**src/rtl/txd_pkg.sv**
```systemverilog
package txd_pkg;
  // Control word bit positions (the descriptor layout is shared with software)
  localparam int unsigned BIT_OWN   = 31;
  localparam int unsigned BIT_IOC   = 30;
  localparam int unsigned BIT_LSEG  = 29;
  localparam int unsigned BIT_FSEG  = 28;
  localparam int unsigned BIT_EOR   = 21;
  localparam int unsigned BIT_CHAIN = 20;
  localparam int unsigned BIT_ERR   = 15;
  localparam int unsigned WORD_W    = 32;
  localparam int unsigned DESC_WORDS = 4;

  typedef enum logic [3:0] {
    ST_STOP  = 4'd0,
    ST_FETCH = 4'd1,
    ST_FWAIT = 4'd2,
    ST_EVAL  = 4'd3,
    ST_LOAD  = 4'd4,
    ST_LWAIT = 4'd5,
    ST_SEND  = 4'd6,
    ST_WB    = 4'd7,
    ST_SUSP  = 4'd8
  } eng_state_e;
endpackage

```
**src/rtl/txd_lane_sel.sv**
```systemverilog
module txd_lane_sel #(
  parameter int unsigned LANES = 4,
  localparam int unsigned SEL_W = (LANES > 1) ? $clog2(LANES) : 1
) (
  input  logic [8*LANES-1:0] word_i,
  input  logic [SEL_W-1:0]   sel_i,
  output logic [7:0]         byte_o
);
  logic [7:0] lane [LANES];

  for (genvar g = 0; g < LANES; g++) begin : g_lane
    assign lane[g] = word_i[8*g +: 8];
  end

  assign byte_o = lane[sel_i];
endmodule

```
**src/rtl/txd_next_addr.sv**
```systemverilog
module txd_next_addr #(
  parameter int unsigned AW = 16
) (
  input  logic [AW-1:0] cur_i,
  input  logic [AW-1:0] base_i,
  input  logic [AW-1:0] link_i,
  input  logic          eor_i,
  input  logic          chain_i,
  output logic [AW-1:0] next_o
);
  localparam logic [AW-1:0] STRIDE = AW'(txd_pkg::DESC_WORDS);

  always_comb begin
    if (eor_i)        next_o = base_i;
    else if (chain_i) next_o = link_i;
    else              next_o = cur_i + STRIDE;
  end
endmodule

```
**src/rtl/txd_irq_stat.sv**
```systemverilog
module txd_irq_stat (
  input  logic clk,
  input  logic rst_n,
  input  logic set_i,
  input  logic clr_i,
  output logic irq_o
);
  logic irq_q, irq_d;

  always_comb begin
    irq_d = irq_q;
    if (clr_i) irq_d = 1'b0;
    if (set_i) irq_d = 1'b1;
  end

  always_ff @(posedge clk or negedge rst_n) begin
    if (!rst_n) irq_q <= 1'b0;
    else        irq_q <= irq_d;
  end

  assign irq_o = irq_q;

  assert_irq_set_R7: assert property (@(posedge clk) disable iff (!rst_n)
    set_i |=> irq_o);
  assert_irq_clear_R7: assert property (@(posedge clk) disable iff (!rst_n)
    (clr_i && !set_i) |=> !irq_o);
endmodule

```
**src/rtl/txdma_engine.sv**
```systemverilog
module txdma_engine #(
  parameter int unsigned AW    = 16,
  parameter int unsigned LEN_W = 12
) (
  input  logic          clk,
  input  logic          rst_n,
  input  logic          run,
  input  logic          poll,
  input  logic [AW-1:0] list_base,
  input  logic          irq_clr,
  output logic          irq,
  output logic          mem_en,
  output logic          mem_we,
  output logic [AW-1:0] mem_addr,
  output logic [31:0]   mem_wdata,
  input  logic [31:0]   mem_rdata,
  output logic [7:0]    tx_data,
  output logic          tx_valid,
  output logic          tx_first,
  output logic          tx_last,
  input  logic          tx_ready,
  input  logic          tx_err
);
  import txd_pkg::*;

  localparam int unsigned LANES = WORD_W / 8;
  localparam int unsigned LSB_W = $clog2(LANES);
  localparam logic [LEN_W-1:0] ONE_LEN = LEN_W'(1);

  // Reset: asserted asynchronously, released on a clock edge
  logic [1:0] rsync_q;
  logic       rst_ni;
  always_ff @(posedge clk or negedge rst_n) begin
    if (!rst_n) rsync_q <= 2'b00;
    else        rsync_q <= {rsync_q[0], 1'b1};
  end
  assign rst_ni = rsync_q[1];

  eng_state_e       st_q, st_d;
  logic [AW-1:0]    cur_q, cur_d;
  logic [1:0]       fidx_q, fidx_d;
  logic [1:0]       ftag_q;
  logic             fpend_q, fpend_d;
  logic             lpend_q, lpend_d;
  logic [LEN_W-1:0] bcnt_q, bcnt_d;
  logic             err_q, err_d;
  logic             frm_q, frm_d;
  logic [31:0]      ctl_q;
  logic [LEN_W-1:0] len_q;
  logic [AW-1:0]    badr_q;
  logic [AW-1:0]    link_q;
  logic [31:0]      wbuf_q;
  logic [AW-1:0]    next_addr;
  logic [31:0]      wb_word;
  logic             irq_set;
  logic             in_data;
  logic             final_byte;

  txd_next_addr #(.AW(AW)) u_next (
    .cur_i  (cur_q),
    .base_i (list_base),
    .link_i (link_q),
    .eor_i  (ctl_q[BIT_EOR]),
    .chain_i(ctl_q[BIT_CHAIN]),
    .next_o (next_addr)
  );

  txd_lane_sel #(.LANES(LANES)) u_lane (
    .word_i(wbuf_q),
    .sel_i (bcnt_q[LSB_W-1:0]),
    .byte_o(tx_data)
  );

  txd_irq_stat u_irq (
    .clk  (clk),
    .rst_n(rst_ni),
    .set_i(irq_set),
    .clr_i(irq_clr),
    .irq_o(irq)
  );

  assign wb_word    = (ctl_q & ~((32'h1 << BIT_OWN) | (32'h1 << BIT_ERR)))
                    | ({31'b0, err_q} << BIT_ERR);
  assign in_data    = (st_q == ST_LOAD) || (st_q == ST_LWAIT) || (st_q == ST_SEND);
  assign final_byte = (bcnt_q == len_q - ONE_LEN);
  assign tx_first   = tx_valid && ctl_q[BIT_FSEG] && (bcnt_q == '0);
  assign tx_last    = tx_valid && ctl_q[BIT_LSEG] && final_byte;

  // Next-state process
  always_comb begin
    st_d      = st_q;
    cur_d     = cur_q;
    fidx_d    = fidx_q;
    bcnt_d    = bcnt_q;
    err_d     = err_q;
    frm_d     = frm_q;
    fpend_d   = 1'b0;
    lpend_d   = 1'b0;
    mem_en    = 1'b0;
    mem_we    = 1'b0;
    mem_addr  = cur_q;
    mem_wdata = wb_word;
    tx_valid  = 1'b0;
    irq_set   = 1'b0;
    unique case (st_q)
      ST_STOP: begin
        if (run) begin
          cur_d  = list_base;
          frm_d  = 1'b0;
          fidx_d = 2'd0;
          st_d   = ST_FETCH;
        end
      end
      ST_FETCH: begin
        mem_en   = 1'b1;
        mem_addr = cur_q + AW'(fidx_q);
        fpend_d  = 1'b1;
        fidx_d   = fidx_q + 2'd1;
        if (fidx_q == 2'd3) st_d = ST_FWAIT;
      end
      ST_FWAIT: st_d = ST_EVAL;
      ST_EVAL: begin
        if (!ctl_q[BIT_OWN]) begin
          st_d = ST_SUSP;
        end else begin
          bcnt_d = '0;
          err_d  = 1'b0;
          st_d   = (len_q == '0) ? ST_WB : ST_LOAD;
        end
      end
      ST_LOAD: begin
        mem_en   = 1'b1;
        mem_addr = badr_q + AW'(bcnt_q >> LSB_W);
        lpend_d  = 1'b1;
        st_d     = ST_LWAIT;
      end
      ST_LWAIT: st_d = ST_SEND;
      ST_SEND: begin
        tx_valid = 1'b1;
        if (tx_ready) begin
          bcnt_d = bcnt_q + ONE_LEN;
          if (final_byte)                        st_d = ST_WB;
          else if (bcnt_q[LSB_W-1:0] == '1)      st_d = ST_LOAD;
        end
      end
      ST_WB: begin
        mem_en  = 1'b1;
        mem_we  = 1'b1;
        cur_d   = next_addr;
        frm_d   = !ctl_q[BIT_LSEG];
        irq_set = ctl_q[BIT_IOC];
        fidx_d  = 2'd0;
        st_d    = (!run && ctl_q[BIT_LSEG]) ? ST_STOP : ST_FETCH;
      end
      ST_SUSP: begin
        if (!run && !frm_q) begin
          st_d = ST_STOP;
        end else if (poll) begin
          fidx_d = 2'd0;
          st_d   = ST_FETCH;
        end
      end
      default: st_d = ST_STOP;
    endcase
    if (in_data && tx_err) err_d = 1'b1;
  end

  // Register process
  always_ff @(posedge clk or negedge rst_ni) begin
    if (!rst_ni) begin
      st_q    <= ST_STOP;
      cur_q   <= '0;
      fidx_q  <= '0;
      ftag_q  <= '0;
      fpend_q <= 1'b0;
      lpend_q <= 1'b0;
      bcnt_q  <= '0;
      err_q   <= 1'b0;
      frm_q   <= 1'b0;
      ctl_q   <= '0;
      len_q   <= '0;
      badr_q  <= '0;
      link_q  <= '0;
      wbuf_q  <= '0;
    end else begin
      st_q    <= st_d;
      cur_q   <= cur_d;
      fidx_q  <= fidx_d;
      ftag_q  <= fidx_q;
      fpend_q <= fpend_d;
      lpend_q <= lpend_d;
      bcnt_q  <= bcnt_d;
      err_q   <= err_d;
      frm_q   <= frm_d;
      if (fpend_q && ftag_q == 2'd0) ctl_q  <= mem_rdata;
      if (fpend_q && ftag_q == 2'd1) len_q  <= mem_rdata[LEN_W-1:0];
      if (fpend_q && ftag_q == 2'd2) badr_q <= mem_rdata[AW-1:0];
      if (fpend_q && ftag_q == 2'd3) link_q <= mem_rdata[AW-1:0];
      if (lpend_q)                   wbuf_q <= mem_rdata;
    end
  end

  assert_hold_R9: assert property (@(posedge clk) disable iff (!rst_ni)
    (tx_valid && !tx_ready) |=> (tx_valid && $stable(tx_data)
                                 && $stable(tx_first) && $stable(tx_last)));
  assert_last_gap_R4: assert property (@(posedge clk) disable iff (!rst_ni)
    (tx_valid && tx_ready && tx_last) |=> !tx_valid);
  assert_irq_after_wb_R7: assert property (@(posedge clk) disable iff (!rst_ni)
    $rose(irq) |-> $past(mem_we));
  assert_wb_own_R5: assert property (@(posedge clk) disable iff (!rst_ni)
    mem_we |-> (mem_en && !mem_wdata[BIT_OWN]));
  assert_quiet_idle_R1: assert property (@(posedge clk) disable iff (!rst_ni)
    (st_q == ST_STOP && !run) |=> !mem_en);
endmodule

```
**config.mk**
```make
export PLATFORM = sky130hd
export DESIGN_NAME = txdma_engine
export DESIGN_NICKNAME = d
export VERILOG_FILES = /design/src/rtl/txd_pkg.sv /design/src/rtl/txd_lane_sel.sv /design/src/rtl/txd_next_addr.sv /design/src/rtl/txd_irq_stat.sv /design/src/rtl/txdma_engine.sv
export SDC_FILE = /design/constraint.sdc
export NUM_CORES = 1
export LEC_CHECK = 0
export ABC_AREA = 1
export ABC_CLOCK_PERIOD_IN_PS = 5000
export CORE_UTILIZATION = 40
export CTS_BUF_LIST = sky130_fd_sc_hd__clkbuf_4
export DETAILED_ROUTE_END_ITERATION = 6
export PLACE_DENSITY = 0.64
export SLEW_MARGIN = 20
export SYNTH_ARGS = -nofsm -noshare
export SYNTH_HDL_FRONTEND = slang
export SYNTH_SLANG_ARGS = --single-unit
```
**constraint.sdc**
```tcl
create_clock -name clk -period 5 [get_ports clk]
set_input_delay 0.75 -clock clk [delete_from_list [all_inputs] [get_ports clk]]
set_output_delay 0.75 -clock clk [all_outputs]
set_load 0.005 [all_outputs]
```
==> run summary <==
Critical path peak fanout - 6
Crit path max-delay family - simple AND/OR/NAND/NOR gates
Area of the multi-input gates - 3699 um2
WP buf/inv - 1
Yosys top cell by area - dfrtp_1
Min-Delay Path Class - in2async
Worst skew pair latency - 0.57 ns
Post-synth ARST share - 100.0%
Port bufs - 115
Synth top area share - 45.42%
Pleak - 4.491 nW
Net count reported at finish - 1191
Seq cells post-synth - 150
Yosys warns - 0
Worst vdd ir - 289.7 uV
Fill cells - 1993
Achievable clock frequency - 0.2583 GHz
Initial antenna violation count - 2
Reg2reg start - ctl_q[20]$_DFFE_PN0P_
First-pass GRT wire length - 37210 um
GR Overflow Total - 0
CP endpoint kind - primary output
RSZ-0062 raised after global routing - false
Final hold vios - 0
Worst Setup SP - bcnt_q[6]$_DFFE_PN0P_
Die ar. - 21240 um2
Top FF cell, synth - dfrtp_1
CP Cell Sequence - ha_1 -> nand2_1 -> nor3_1 -> nand3_1 -> nand3_1 -> nand2_1 -> nor2_1 -> nor2_1 -> o21ai_0 -> clkdlybuf4s50_1
Slew Viols, Final - 0
Setup bufs post-CTS - 0
CP arrival - 3.12 ns
Avg Vias per Cell - 5.115
Clk slew on worst S/H paths - 0.15 ns
Core area - 20230 um2
Total global-route track usage - 22.75%
Met1 usage - 32.22%
Cells after synthesis - 1045
Post-Syn Area - 8264 um2
Clk_skew - 0.02478 ns
GR Layer Usage met3 - 5.643%
Fin crit period - 3.871 ns
DR vias - 7171
Pre-Repair DR Iteration Count - 5
Power Density - 593.5 nW/um2
Vias in the first global route - 6892
CTS Buffer Depth - 2
TritonCTS Buffers - 17
TNS Setup - 0 ns
WP data required - 4.25 ns
Antenna Nets Post-Route - 0
CTS sink count - 150
Seq/Total Area, Yosys - 45.42%
DR DRC count - 0
Critical path's slowest cell - clkdlybuf4s50_1
CTS Hold Bufs - 0
Share of layout cells above drive strength 1 - 7.168%
Max-Cap Viols - 0
Dpl cell area - 9420 um2
Status - completed
Most frequent cell after synthesis - nand2_1
Reg area - 3759 um2
Final count of negative-setup-slack endpoints - 0
Htree depth - 4
Synth area leaders - dfrtp_1 45%, nand2_1 9.0%, o21ai_0 7.6%
WL final - 23400 um
Clock root buffer master - clkbuf_4
RD Place Congestion - 0.9202
Die W - 145.7 um
Post-synth net total - 1119
Finished Cell Area - 9748 um2
Crit-path max cell delay - 0.55 ns
Grt peak-use layer - met2
Slew @ Worst Pin - 0.9756 ns
Crit Path Class - reg2out
CTS resizes - 0
Post-synth EDFFs - 0
Synth cell types - 49
Initial DRC count - 427
Chip Height - 145.7 um
Slew HR - 34.96%
Met2 usage - 34.76%
Period utilization - 77.42%
CTS tree - done
Layout area overhead - 17.96%
WL per Instance - 16.69 um
Largest net degree at the start of global routing - 69
Starting Density - 40.84%
Avg Inst Size Synth - 7.908 um2
Row count - 52
Final HPWL from detailed placement - 17160 um
Io pins - 117
Critical Path Start Type - flip-flop
Commonest cells post-synth - 199 x nand2_1, 150 x dfrtp_1, 126 x o21ai_0
[flip-flops by register name, indices dropped and copies added, names as in the netlist]
register / flops
bcnt_q: 12
link_q: 16
rsync_q: 2
lpend_q: 1
st_q: 4
len_q: 12
fpend_q: 1
ctl_q: 31
fidx_q: 2
frm_q: 1
u_irq.irq_o: 1
err_q: 1
badr_q: 16
ftag_q: 2
cur_q: 16
wbuf_q: 32
[area by class of cell]
class                   count  share of cell area, %
diodes                      2                0.05134
flip-flops and latches    150                  38.56
inverters                 119                  4.582
multi-input cells         709                  37.94
well taps                 270                  3.466
clock inverters            13                  1.746
repair buffers            120                  12.19
clock buffers              19                  1.463
[power by group]
group          leakage (nW)  internal, mW  switching [mW]
Clock                 0.162         0.365           0.478
Sequential             1.78          1.75           0.547
Combinational          2.55          1.22            1.43
[placed cells by master, fill, tap and decap left out, types with 4 or more instances in the layout]
cell	netlist	routed
a31oi_1	5	5
o211ai_1	8	8
inv_1	110	110
o221ai_1	4	4
o21bai_1	6	6
o21ai_1	7	7
nor2_4	4	4
buf_4	32	5
inv_2	8	8
nor3_1	16	16
nand3_1	43	40
mux2_2	4	4
nor2_1	97	97
a21oi_1	78	78
ha_1	17	17
nor2_2	8	8
nand3_2	1	4
o22ai_1	20	20
nand4_1	9	9
nand2_1	199	199
dfrtp_1	150	148
clkbuf_4	0	19
nor4_1	6	6
nand2_4	4	4
o21ai_0	126	126
xor2_1	16	16
clkdlybuf4s50_1	0	115
nand2_2	4	4
inv_6	0	4
[final timing paths]
kind / endpoint / slack (ns) / depth (start not counted)
worst max-delay path: mem_addr[12] / 1.13 / 10
worst min-delay path: rsync_q[1]$_DFF_PN0_ / 0.31 / 1
worst max register to register: cur_q[4]$_DFFE_PN0P_ / 2.51 / 5
worst min register to register: rsync_q[1]$_DFF_PN0_ / 0.37 / 0
max in group asynchronous: lpend_q$_DFF_PN0_ / 3.25 / 1
min in group clk: rsync_q[1]$_DFF_PN0_ / 0.37 / 0
[through the flow]
stage          util, %  std cells  hold slack (ns)  worst slack [ns]  total power [mW]
2_1_floorplan        -       1045           0.3312            0.5111             3.958
3_3_place_gp     46.56       1368           0.3347             1.682             4.911
3_5_place_dp     46.56       1368           0.3387             1.683             4.948
4_1_cts          48.10       1400           0.2832             1.052             5.802
6_report         48.18       1402           0.3142             1.129             5.786
5_1_grt          48.16       1401           0.2580            0.8283             6.257
[layer usage]
| layer | up-vias | wire (um) | part of all wire [%] |
|---|---|---|---|
| li1 | 3584 | - | - |
| met1 | 3375 | 11350 | 49 |
| met2 | 193 | 10380 | 44 |
| met3 | 19 | 1355 | 5.8 |
| met4 | 0 | 308 | 1.3 |
| met5 | - | 0 | 0 |
[cell families (layout without fill, tap and decap cells)]
group	count (synthesis)	in the layout	synth area share (%)
simple gates	398	398	21.17
mux	4	4	0.5450
compound gates	267	267	17.70
xor+xnor	19	19	2.014
other cells	2	4	0.09087
buf+inv	186	271	10.01
flops	150	150	45.42
fa+ha+maj	19	19	3.058
Note: power is estimated with default switching activity, not from simulation.
